==> config.mk <==
export PLATFORM = sky130hd
export DESIGN_NAME = wdk_ctrl
export DESIGN_NICKNAME = d
export VERILOG_FILES = /design/src/rtl/wdk_pkg.sv /design/src/rtl/wdk_keydec.sv /design/src/rtl/wdk_expiry.sv /design/src/rtl/wdk_fsm.sv /design/src/rtl/wdk_ctrl.sv
export SDC_FILE = /design/constraint.sdc
export NUM_CORES = 1
export LEC_CHECK = 0
export BUFFER_PORTS_ARGS = -buffer_cell sky130_fd_sc_hd__clkbuf_2
export CAP_MARGIN = 20
export CORE_AREA = 2 2 65 67
export DETAILED_ROUTE_END_ITERATION = 10
export DIE_AREA = 0 0 67 69
export PLACE_DENSITY = 0.8
export SETUP_SLACK_MARGIN = 0.15
export SLEW_MARGIN = 20
export SYNTH_ARGS = -nofsm -noshare
export SYNTH_HDL_FRONTEND = slang
export SYNTH_SLANG_ARGS = --single-unit
==> constraint.sdc <==
create_clock -name clk -period 3.95 [get_ports clk]
set_input_delay 1.185 -clock clk [delete_from_list [all_inputs] [get_ports clk]]
set_output_delay 1.185 -clock clk [all_outputs]
set_load 0.02 [all_outputs]
==> src/rtl/wdk_pkg.sv <==
package wdk_pkg;

    typedef enum logic [1:0] {
        WD_OFF   = 2'd0,
        WD_PRE   = 2'd1,
        WD_LIVE  = 2'd2,
        WD_TRIP  = 2'd3
    } wd_state_e;

    typedef struct packed {
        logic wr;
        logic en;
        logic is_a;
        logic is_b;
    } wr_cls_t;

    function automatic logic key_bad(input wr_cls_t c);
        return c.wr && !c.is_a && !c.is_b;
    endfunction

endpackage

==> src/rtl/wdk_keydec.sv <==
module wdk_keydec
    import wdk_pkg::*;
#(
    parameter int DATA_W  = 32,
    parameter int KEY_W   = 16,
    parameter int KEY_LSB = 16,
    parameter int EN_BIT  = 14,
    parameter logic [KEY_W-1:0] KEY_A = 'hA5C6,
    parameter logic [KEY_W-1:0] KEY_B = 'hDA7E
) (
    input  logic              wr_en,
    input  logic [DATA_W-1:0] wr_data,
    output wr_cls_t           cls
);
    logic [KEY_W-1:0] key;
    logic             unused_bits;

    assign key         = wr_data[KEY_LSB +: KEY_W];
    assign unused_bits = ^wr_data;

    always_comb begin
        cls.wr   = wr_en;
        cls.en   = wr_data[EN_BIT];
        cls.is_a = (key == KEY_A);
        cls.is_b = (key == KEY_B);
    end

    always_comb begin
        assert (!(cls.is_a && cls.is_b))
            else $error("p_keys_distinct_r5: both keys decoded at once");
    end
endmodule

==> src/rtl/wdk_expiry.sv <==
module wdk_expiry #(
    parameter int CNT_W = 64,
    parameter int SEG_W = 16
) (
    input  logic [CNT_W-1:0] cnt,
    input  logic [CNT_W-1:0] prd,
    output logic             hit
);
    localparam int NSEG = (CNT_W + SEG_W - 1) / SEG_W;

    logic [NSEG-1:0] seg_eq;

    for (genvar g = 0; g < NSEG; g++) begin : g_seg
        localparam int LO = g * SEG_W;
        localparam int HI = ((LO + SEG_W) > CNT_W) ? (CNT_W - 1) : (LO + SEG_W - 1);
        assign seg_eq[g] = (cnt[HI:LO] == prd[HI:LO]);
    end

    assign hit = &seg_eq;
endmodule

==> src/rtl/wdk_fsm.sv <==
module wdk_fsm
    import wdk_pkg::*;
(
    input  logic      clk,
    input  logic      rst,
    input  logic      gate_ok,
    input  wr_cls_t   cls,
    input  logic      hit,
    output wd_state_e state,
    output logic      rst_req,
    output logic      cnt_clr
);
    wd_state_e st_n;
    logic      armed, armed_n;
    logic      req_n, clr_n;

    always_comb begin
        st_n    = state;
        armed_n = armed;
        req_n   = 1'b0;
        clr_n   = 1'b0;
        if (gate_ok) begin
            unique case (state)
                WD_OFF: begin
                    if (cls.wr && cls.en && cls.is_a) st_n = WD_PRE;
                end
                WD_PRE: begin
                    if (cls.wr) begin
                        if (cls.en && cls.is_b) begin
                            st_n    = WD_LIVE;
                            armed_n = 1'b0;
                        end else if (!(cls.en && cls.is_a)) begin
                            st_n = WD_OFF;
                        end
                    end
                end
                WD_LIVE: begin
                    if (key_bad(cls) || hit) begin
                        st_n    = WD_TRIP;
                        req_n   = 1'b1;
                        armed_n = 1'b0;
                    end else if (cls.wr) begin
                        if (cls.is_a) begin
                            armed_n = 1'b1;
                        end else if (cls.is_b) begin
                            clr_n   = armed;
                            armed_n = 1'b0;
                        end
                    end
                end
                default: ;
            endcase
        end
    end

    always_ff @(posedge clk) begin
        if (rst) begin
            state   <= WD_OFF;
            armed   <= 1'b0;
            rst_req <= 1'b0;
            cnt_clr <= 1'b0;
        end else begin
            state   <= st_n;
            armed   <= armed_n;
            rst_req <= req_n;
            cnt_clr <= clr_n;
        end
    end

    p_pulse_r10: assert property (@(posedge clk) disable iff (rst)
        rst_req |=> !rst_req);
    p_trip_hold_r10: assert property (@(posedge clk) disable iff (rst)
        (state == WD_TRIP) |=> (state == WD_TRIP) && !rst_req);
    p_quiet_idle_r4: assert property (@(posedge clk) disable iff (rst)
        (state == WD_OFF || state == WD_PRE) |=> !rst_req);
    p_gate_freeze_r8: assert property (@(posedge clk) disable iff (rst)
        !gate_ok |=> $stable(state) && !rst_req && !cnt_clr);
    p_clr_live_r6: assert property (@(posedge clk) disable iff (rst)
        cnt_clr |-> (state == WD_LIVE));
    p_sticky_r9: assert property (@(posedge clk) disable iff (rst)
        (state == WD_LIVE) |=> (state == WD_LIVE || state == WD_TRIP));
    p_req_trip_r5: assert property (@(posedge clk) disable iff (rst)
        rst_req |-> (state == WD_TRIP));
endmodule

==> src/rtl/wdk_ctrl.sv <==
module wdk_ctrl
    import wdk_pkg::*;
#(
    parameter int DATA_W  = 32,
    parameter int KEY_W   = 16,
    parameter int KEY_LSB = 16,
    parameter int EN_BIT  = 14,
    parameter int CNT_W   = 64,
    parameter int SEG_W   = 16,
    parameter int MODE_W  = 2,
    parameter logic [MODE_W-1:0] WD_MODE = 'd2,
    parameter logic [KEY_W-1:0]  KEY_A   = 'hA5C6,
    parameter logic [KEY_W-1:0]  KEY_B   = 'hDA7E
) (
    input  logic              clk,
    input  logic              rst,
    input  logic              wr_en,
    input  logic [DATA_W-1:0] wr_data,
    input  logic [MODE_W-1:0] tmr_mode,
    input  logic              lo_run,
    input  logic              hi_run,
    input  logic [CNT_W-1:0]  cnt,
    input  logic [CNT_W-1:0]  prd,
    output logic              rst_req,
    output logic              cnt_clr,
    output logic [1:0]        wd_state
);
    wr_cls_t   cls;
    logic      hit;
    logic      gate_ok;
    wd_state_e state;

    assign gate_ok  = (tmr_mode == WD_MODE) && lo_run && hi_run;
    assign wd_state = state;

    wdk_keydec #(
        .DATA_W(DATA_W), .KEY_W(KEY_W), .KEY_LSB(KEY_LSB),
        .EN_BIT(EN_BIT), .KEY_A(KEY_A), .KEY_B(KEY_B)
    ) u_dec (
        .wr_en(wr_en), .wr_data(wr_data), .cls(cls)
    );

    wdk_expiry #(.CNT_W(CNT_W), .SEG_W(SEG_W)) u_exp (
        .cnt(cnt), .prd(prd), .hit(hit)
    );

    wdk_fsm u_fsm (
        .clk(clk), .rst(rst), .gate_ok(gate_ok), .cls(cls), .hit(hit),
        .state(state), .rst_req(rst_req), .cnt_clr(cnt_clr)
    );
endmodule

### Word level (Yosys, flattened, before mapping)

Cells that the tools add are included.

| word-level totals | value |
|---|---|
| memories | 0 |
| logic and storage cells | 57 |
| input bits | 167 |
| bits in read-only memories | 0 |
| bits in registers | 5 |
| output and inout port bits | 4 |
| memory bits (writable) | 0 |
| latch bits | 0 |

| operators by class | value |
|---|---|
| shift-type cells | 0 |
| bitwise operators | 4 |
| div/mod/pow operators | 0 |
| add/sub/neg operators | 0 |
| magnitude comparators | 0 |
| equal/unequal tests | 16 |
| muxes and demuxes | 14 |
| $mul | 0 |
| reductions and logical operators | 19 |

Operators with widths:

| operator | number |
|---|---|
| == test 16 bit | 4 |
| == test 16 bit (second input constant) | 2 |
| AND reduction 6 bit | 2 |
| two-way mux 2 bit | 5 |
| logical AND 1 bit | 8 |
| two-way mux 1 bit | 7 |
| OR reduction 7 bit | 1 |
| != test 2 x 1 -> 1 bit (second input constant) | 3 |
| != test 3 x 2 -> 1 bit (second input constant) | 2 |
| one-hot mux 2 bit (3 select lines) | 1 |
| == test 2 bit (second input constant) | 2 |
| != test 4 x 1 -> 1 bit (second input constant) | 1 |
| inverter 1 bit | 4 |
| AND reduction 4 bit | 1 |
| nonzero test 3 bit | 1 |
| OR reduction 3 bit | 1 |
| == test 2 x 1 -> 1 bit (second input constant) | 1 |
| logical NOT 1 bit | 2 |
| logical NOT 2 bit | 1 |
| != test 2 bit (second input constant) | 1 |
| one-hot mux 1 bit (2 select lines) | 1 |
| nonzero test 2 bit | 1 |
| logical OR 1 bit | 1 |

### Longest topological paths before layout

Gate-level depths: netlist (run 1).

| logic depth | value |
|---|---|
| depth after elaboration | 7 |
| mapped depth | 6 |
| gate-level depth less buffers | 6 |

### By module

Synthesis (run 1) repeated with hierarchy kept, for this count alone.

| unflattened totals | value |
|---|---|
| cell total of the unflattened synthesis | 140 |
| area, all modules | 1176.1 sq um |

By module, submodules not included:

| module | cells an instance | instances | area each (sq um) |
|---|---|---|---|
| wdk_expiry | 85 | 1 | 698.2 |
| wdk_fsm | 42 | 1 | 355.3 |
| wdk_keydec | 12 | 1 | 112.6 |
| wdk_ctrl | 1 | 1 | 10.0 |

### Worst setup path after synthesis (run 1)

Ideal clock, no wire load.

| timing | value |
|---|---|
| path kind | in2reg |
| start point | input port prd[38] |
| end point | register u_fsm.state[0] |
| data required time | 3.829 ns |
| buffers on the path | 0 |
| cell stages on the path | 6 |
| setup time | 0.121 ns |
| arrival time | 2.380 ns |
| path slack | 1.449 ns |
| cell sequence | xnor2_1 -> nand4_1 -> nor4_1 -> nand4_1 -> a21oi_2 -> mux2_4 |

| on the way | value |
|---|---|
| cells in the longest elaborated chain, start to end | 5 |

RTL lines:

| element | RTL line | RTL |
|---|---|---|
| from (decl) | wdk_ctrl.sv:23 | `input logic [CNT_W-1:0] prd,` |
| == test 16 bit | wdk_expiry.sv:16 | `assign seg_eq[g] = (cnt[HI:LO] == prd[HI:LO]);` |
| AND reduction 4 bit | wdk_expiry.sv:19 | `assign hit = &seg_eq;` |
| logical OR 1 bit | wdk_fsm.sv:38 | `if (key_bad(cls) \|\| hit) begin` |
| != test 2 x 1 -> 1 bit (no line) | n/a |  |
| AND reduction 6 bit (no line) | n/a |  |
| to (signal assigned) | wdk_fsm.sv:63 | `state <= st_n;` |
| to (decl) | wdk_fsm.sv:9 | `output wd_state_e state,` |

No other way between the ends.
A chain may end at the register's enable or synchronous reset.

### Worst setup path after layout (run 1)

| timing | value |
|---|---|
| start point | input port prd[5] |
| end point | register u_fsm.state[0] |

Same word-level chain as after synthesis.

==> impl_metrics.env, run 1 <==
export IMPL_status="finished clean"
export IMPL_use_met1_pct=17.5
export IMPL_grt_pass1_vias=1662
export IMPL_cts_buffers=3
export IMPL_drive_above_1_share_pct=54.2
export IMPL_num_antenna_cells=0
export IMPL_synth_area_top_cells="xnor2_1 (47%), nand4_1 (12%), dfxtp_1 (8.4%), ha_1 (4.2%), nand2b_1 (2.1%)"
export IMPL_gp_congestion=0.784
export IMPL_io_buffers=155
export IMPL_vdd_ir_drop_max_v=0.0000615
export IMPL_avgSynthCellArea_um2=8.38
export IMPL_syn_area_um2=1190
export IMPL_post_drt_wl_per_cell_um=11.6
export IMPL_cpMostUsedCell="nand4_1"
export IMPL_htree_levels=1
export IMPL_place_area_um2=2030
export IMPL_final_cells=351
export IMPL_grt_max_degree=7
export IMPL_fmax_ghz=0.376
export IMPL_fin_setup_tns_ns=0
export IMPL_post_route_period_util_pct=67.4
export IMPL_path_cells="clkbuf_2 > xnor2_1 > nand4_1 > nor4_1 > nand4_1 > a21oi_2 > mux2_4"
export IMPL_num_rows=23
export IMPL_clk_latency_ns=0.22
export IMPL_dr_first_iter_drc_count=22
export IMPL_syn_to_final_growth_pct=74.2
export IMPL_synth_top_cell_by_area="xnor2_1"
export IMPL_post_cts_resized=0
export IMPL_max_stage_delay_ns=0.38
export IMPL_cts_tree="done"
export IMPL_cts_sinks=5
export IMPL_yosysSeqAreaShare_pct=8.41
export IMPL_dieArea_um2=4620
export IMPL_wirelength_mm=4.06
export IMPL_antenna_found_initial=0
export IMPL_syn_inst=142
export IMPL_vias=1612
export IMPL_r2r_cells=6
export IMPL_die_height_um=69
export IMPL_dr_pass1_iters=4
export IMPL_holdCritPathClass="register to register"
export IMPL_min_path_cells=2
export IMPL_ff_latch_area_um2=100
export IMPL_synth_ff_latch_count=5
export IMPL_slew_viol_final=0
export IMPL_hold_violations=0
export IMPL_grt_setup_unrepaired="false"
export IMPL_arrival_ns=2.76
export IMPL_crit_type="input port to register"
export IMPL_cp_data_required_time_ns=4.05
export IMPL_powerDensity_nw_per_um2=148
export IMPL_crit_fanout=4
export IMPL_cap_viol_max_count=0
export IMPL_setup_viol=0
export IMPL_viasPerCell=4.59
export IMPL_start_util_pct=30.4
export IMPL_grt_use_total_pct=17.0
export IMPL_worst_clock_skew_ns=0.00137
export IMPL_ys_warn_count=0
export IMPL_path_clk_slew_ns=0.04
export IMPL_startpoint_type="input port"
export IMPL_post_cts_setup_buffers=0
export IMPL_min_period_ns=2.66
export IMPL_drc_errors=0
export IMPL_syn_nets=313
export IMPL_maxSlewHeadroom_pct=74.4
export IMPL_final_nets=473
export IMPL_p_leak_nw=0.983
export IMPL_die_w_um=67
export IMPL_grt_overflow_total=0
export IMPL_cp_end_kind="register"
export IMPL_cts_path_max_buffers=2
export IMPL_use_met2_pct=33.8
export IMPL_postCtsHoldBufs=0
export IMPL_dp_cells=347
export IMPL_grt_busiest_layer="met2"
export IMPL_core_area_um2=3910
export IMPL_ys_types=32
export IMPL_grt_use_met3_pct=2.45
export IMPL_grt_first_pass_wirelength_mm=6.45
export IMPL_io_pins=171
export IMPL_finalInstanceArea_um2=2070
export IMPL_tightest_slew_ns=0.381
export IMPL_fill_cells=364
export IMPL_final_antenna_net_count=0
export IMPL_multiInputGateArea_um2=1070
export IMPL_root_buffer="clkbuf_8"
export IMPL_netlist_area_leader_share_pct=47.1
export IMPL_cpMaxStageDelayCell="nor4_1"
export IMPL_place_hpwl_mm=3.91
placed cells by master (no fill, tap or decap):
cell type    n
clkbuf_8     3
nor2_1       3
nand4bb_1    2
and2b_1      1
a21oi_1      1
or3b_1       1
mux2_4       1
a211oi_2     1
nand2b_1     4
nor4_2       1
nor4_1       4
a21oi_2      1
xnor2_1     64
nand3b_1     1
and4bb_1     1
a211oi_1     1
clkbuf_1     1
nand4b_1     2
and2_1       1
a31oi_1      1
or4_1        1
nand2_1      4
mux2i_1      1
dfxtp_1      5
and4b_1      2
nor4b_2      1
nand4_1     22
nor2b_1      1
ha_1         4
o21ai_1      2
clkbuf_2   155
nor4bb_1     1
and3_1       1
inv_1        4
o211ai_1     2
final timing paths:
kind                                      from             end  slack, ns
worst max-delay path                    prd[5]  u_fsm.state[0]       1.29
worst min-delay path               u_fsm.armed   u_fsm.cnt_clr       0.47
worst max register to register  u_fsm.state[1]  u_fsm.state[0]       2.21
worst min register to register     u_fsm.armed   u_fsm.cnt_clr       0.47
flip-flops by register name, indices dropped and copies added, names as in the netlist:
register,count
u_fsm.cnt_clr,1
u_fsm.armed,1
u_fsm.rst_req,1
u_fsm.state,2
per-stage QoR:
| step | hold WS [ns] | power, W | util, % | worst slack [ns] |
|---|---|---|---|---|
| global route | 0.489 | 0.000330 | 53.0 | 1.13 |
| finish | 0.469 | 0.000306 | 53.0 | 1.29 |
| global placement | 0.461 | 0.000211 | 51.8 | 1.06 |
| detailed placement | 0.464 | 0.000216 | 51.8 | 1.02 |
| CTS | 0.467 | 0.000310 | 53.0 | 1.24 |
| floorplan | 0.434 | 0.000120 | - | 1.45 |
layout make-up:
cell class | instances | share of cell area [%]
clock buffer | 4 | 2.17
inverter | 4 | 0.724
multi-input combinational | 133 | 51.8
sequential | 5 | 4.83
tap | 50 | 3.02
timing repair buffer | 155 | 37.4
kinds of logic (layout without fill, tap and decap cells):
family                     count (synthesis)  count (layout)  share of synthesized area, %
AOI/OAI and AO/OA                          9               9                          5.47
DFF                                        5               5                          8.41
muxes                                      2               2                          2.10
buffers and inverters                      4             163                          1.26
xor gates and xnor gates                  64              64                          47.1
adders and majority gates                  4               4                          4.21
and+or+nand+nor                           54              54                          31.4
metal layers:
| metal | vias up | share of wire [%] | routed length (um) |
|---|---|---|---|
| met2 | 88 | 53 | 2170 |
| met3 | 6 | 10 | 408 |
| met4 | 0 | 1.3 | 51 |
| met1 | 683 | 35 | 1430 |
| li1 | 835 | - | - |
| met5 | - | 0 | 0 |
worst max-delay path, delay by kind of cell:
| family | cells | cell delay [ns] |
|---|---|---|
| AND/OR/NAND/NOR | 3 | 0.76 |
| multiplexers | 1 | 0.31 |
| AO/OA/AOI/OAI | 1 | 0.26 |
| XOR/XNOR | 1 | 0.17 |
| buffers and inverters | 1 | 0.09 |
synth_stat cells:
master      n
nand4bb_1   2
or3b_1      1
nor4_1      4
nand4b_1    2
and4bb_1    1
and2_1      1
and4b_1     2
or4_1       1
nand2b_1    4
mux2_4      1
nor4b_2     1
a21oi_1     1
nor4_2      1
xnor2_1    64
nand4_1    22
nor2b_1     1
mux2i_1     1
ha_1        4
nand3b_1    1
nor2_1      3
o21ai_1     2
a21oi_2     1
nor4bb_1    1
a211oi_2    1
a31oi_1     1
dfxtp_1     5
and2b_1     1
o211ai_1    2
inv_1       4
nand2_1     4
and3_1      1
a211oi_1    1
report_power, final:
group	internal, W	total (W)	switching (W)	leakage, nW
Combinational	0.000103	0.000163	0.0000603	0.920
Clock	0.0000691	0.0000919	0.0000228	0.0228
Sequential	0.0000508	0.0000508	0.00000000000794	0.0402
Note: power is estimated with default switching activity, not from simulation.
==> inputs of run 2 (changes only) <==
- clock period: 3.95 -> 2.5 ns (I/O delays scaled with it)
==> impl_metrics.env, run 2 (synthesized netlist as in run 1, its figures left out) <==
export IMPL_cpMostUsedCell="nand4_1"
export IMPL_worstHoldStart="u_fsm.armed"
export IMPL_dr_first_iter_drc_count=13
export IMPL_r2r_start="u_fsm.state[1]"
export IMPL_io_buffers=155
export IMPL_post_cts_setup_buffers=0
export IMPL_maxSlewHeadroom_pct=75.1
export IMPL_grt_setup_unrepaired="false"
export IMPL_multiInputGateArea_um2=1070
export IMPL_fill_cells=376
export IMPL_grt_max_degree=7
export IMPL_gp_congestion=0.802
export IMPL_io_pins=171
export IMPL_path_clk_slew_ns=0.04
export IMPL_cp_data_required_time_ns=2.60
export IMPL_clk_latency_ns=0.22
export IMPL_cpMaxStageDelayCell="nor4_1"
export IMPL_ff_latch_area_um2=100
export IMPL_dieArea_um2=4620
export IMPL_cts_sinks=5
export IMPL_whs_ns=0.481
export IMPL_grt_overflow_total=0
export IMPL_slew_viol_final=0
export IMPL_crit_fanout=2
export IMPL_num_rows=23
export IMPL_vias=1617
export IMPL_status="finished clean"
export IMPL_antenna_found_initial=0
export IMPL_post_route_period_util_pct=84.4
export IMPL_fmax_ghz=0.474
export IMPL_largest_reg_flops=2
export IMPL_num_antenna_cells=0
export IMPL_arrival_ns=2.21
export IMPL_die_w_um=67
export IMPL_top_layer="met4"
export IMPL_max_stage_delay_ns=0.37
export IMPL_hold_violations=0
export IMPL_startpoint_type="input port"
export IMPL_final_nets=475
export IMPL_cp_end_kind="register"
export IMPL_regMostFlops="u_fsm.state"
export IMPL_path_cells="clkbuf_2 > xnor2_1 > nand4_1 > nor4_1 > nand4_1 > a21oi_2 > mux2_4"
export IMPL_post_drt_wl_per_cell_um=11.1
export IMPL_core_area_um2=3910
export IMPL_crit_type="input port to register"
export IMPL_path_buf_inv=1
export IMPL_tightest_slew_ns=0.370
export IMPL_cts_path_max_buffers=2
export IMPL_dr_pass1_iters=4
export IMPL_htree_levels=1
export IMPL_setup_viol=0
export IMPL_layout_common_cells="clkbuf_2 (155), xnor2_1 (64), nand4_1 (22)"
export IMPL_cts_buffers=3
export IMPL_wl_met3_um=405
export IMPL_grt_pass1_vias=1578
export IMPL_drc_errors=0
export IMPL_path_delay_family="simple AND/OR/NAND/NOR gates"
export IMPL_holdCritPathClass="register to register"
export IMPL_fin_setup_tns_ns=0
export IMPL_grt_first_pass_wirelength_mm=6.24
export IMPL_final_cells=353
export IMPL_drive_above_1_share_pct=54.5
export IMPL_startpoint="prd[60]"
export IMPL_cts_tree="done"
export IMPL_cap_viol_max_count=0
export IMPL_wl_met2_mm=2.06
export IMPL_p_leak_nw=0.993
export IMPL_start_util_pct=30.4
export IMPL_worst_clock_skew_ns=0.00262
export IMPL_final_antenna_net_count=0
export IMPL_vdd_ir_drop_max_v=0.000128
export IMPL_syn_to_final_growth_pct=75.5
export IMPL_min_period_ns=2.11
export IMPL_grt_use_total_pct=16.6
export IMPL_root_buffer="clkbuf_8"
export IMPL_wl_met1_mm=1.39
export IMPL_place_hpwl_mm=3.76
export IMPL_wirelength_mm=3.93
export IMPL_powerDensity_nw_per_um2=232
export IMPL_die_height_um=69
export IMPL_post_cts_resized=0
export IMPL_layout_commonest_cell="clkbuf_2"
export IMPL_dp_cells=349
export IMPL_postCtsHoldBufs=0
export IMPL_viasPerCell=4.58
==> run 2: path summary, 6_finish.rpt <==
path              slack, ns  cells after the start              to
hold / removal         0.48                      2   u_fsm.cnt_clr
hold reg to reg        0.48                      2   u_fsm.cnt_clr
setup / recovery       0.39                      7  u_fsm.state[0]
setup reg to reg       0.81                      6  u_fsm.state[0]
==> run 2: worst register-to-register path, delay by kind of cell (launching register included) <==
kind | cells | cell delay, ns
adders and majority gates | 1 | 0.25
DFF | 1 | 0.41
muxes | 1 | 0.31
buffers and inverters | 1 | 0.09
AOI/OAI and AO/OA | 3 | 0.53
==> run 2: layer usage <==
layer  track usage (%)  vias to the layer above
met3              2.94                       10
met5                 0                        -
li1                  -                      841
met1              16.3                      678
met4              6.35                        0
met2              32.6                       88
==> run 2: area by class of cell <==
cell class / count / area share, %
Multi-Input combinational cell: 133 / 51.5
Timing Repair Buffer: 157 / 37.9
Sequential cell: 5 / 4.79
Tap cell: 50 / 3.00
Clock buffer: 4 / 2.16
Inverter: 4 / 0.719
==> run 2: power by group <==
part	switching [W]	internal, W	leakage [nW]
Sequential	0.0000000000124	0.0000802	0.0402
Clock	0.0000387	0.000109	0.0228
Combinational	0.0000934	0.000163	0.930
==> run 2: metrics by stage <==
| step | setup slack (ns) | utilization [%] | instance area (um2) | total power, W |
|---|---|---|---|---|
| finish | 0.390 | 53.4 | 2090 | 0.000485 |
| global route | 0.206 | 53.4 | 2090 | 0.000523 |
| global placement | 0.141 | 52.2 | 2040 | 0.000333 |
| detailed placement | 0.139 | 52.2 | 2040 | 0.000339 |
| floorplan | 0.434 | - | 1190 | 0.000190 |
| CTS | 0.358 | 53.4 | 2090 | 0.000492 |
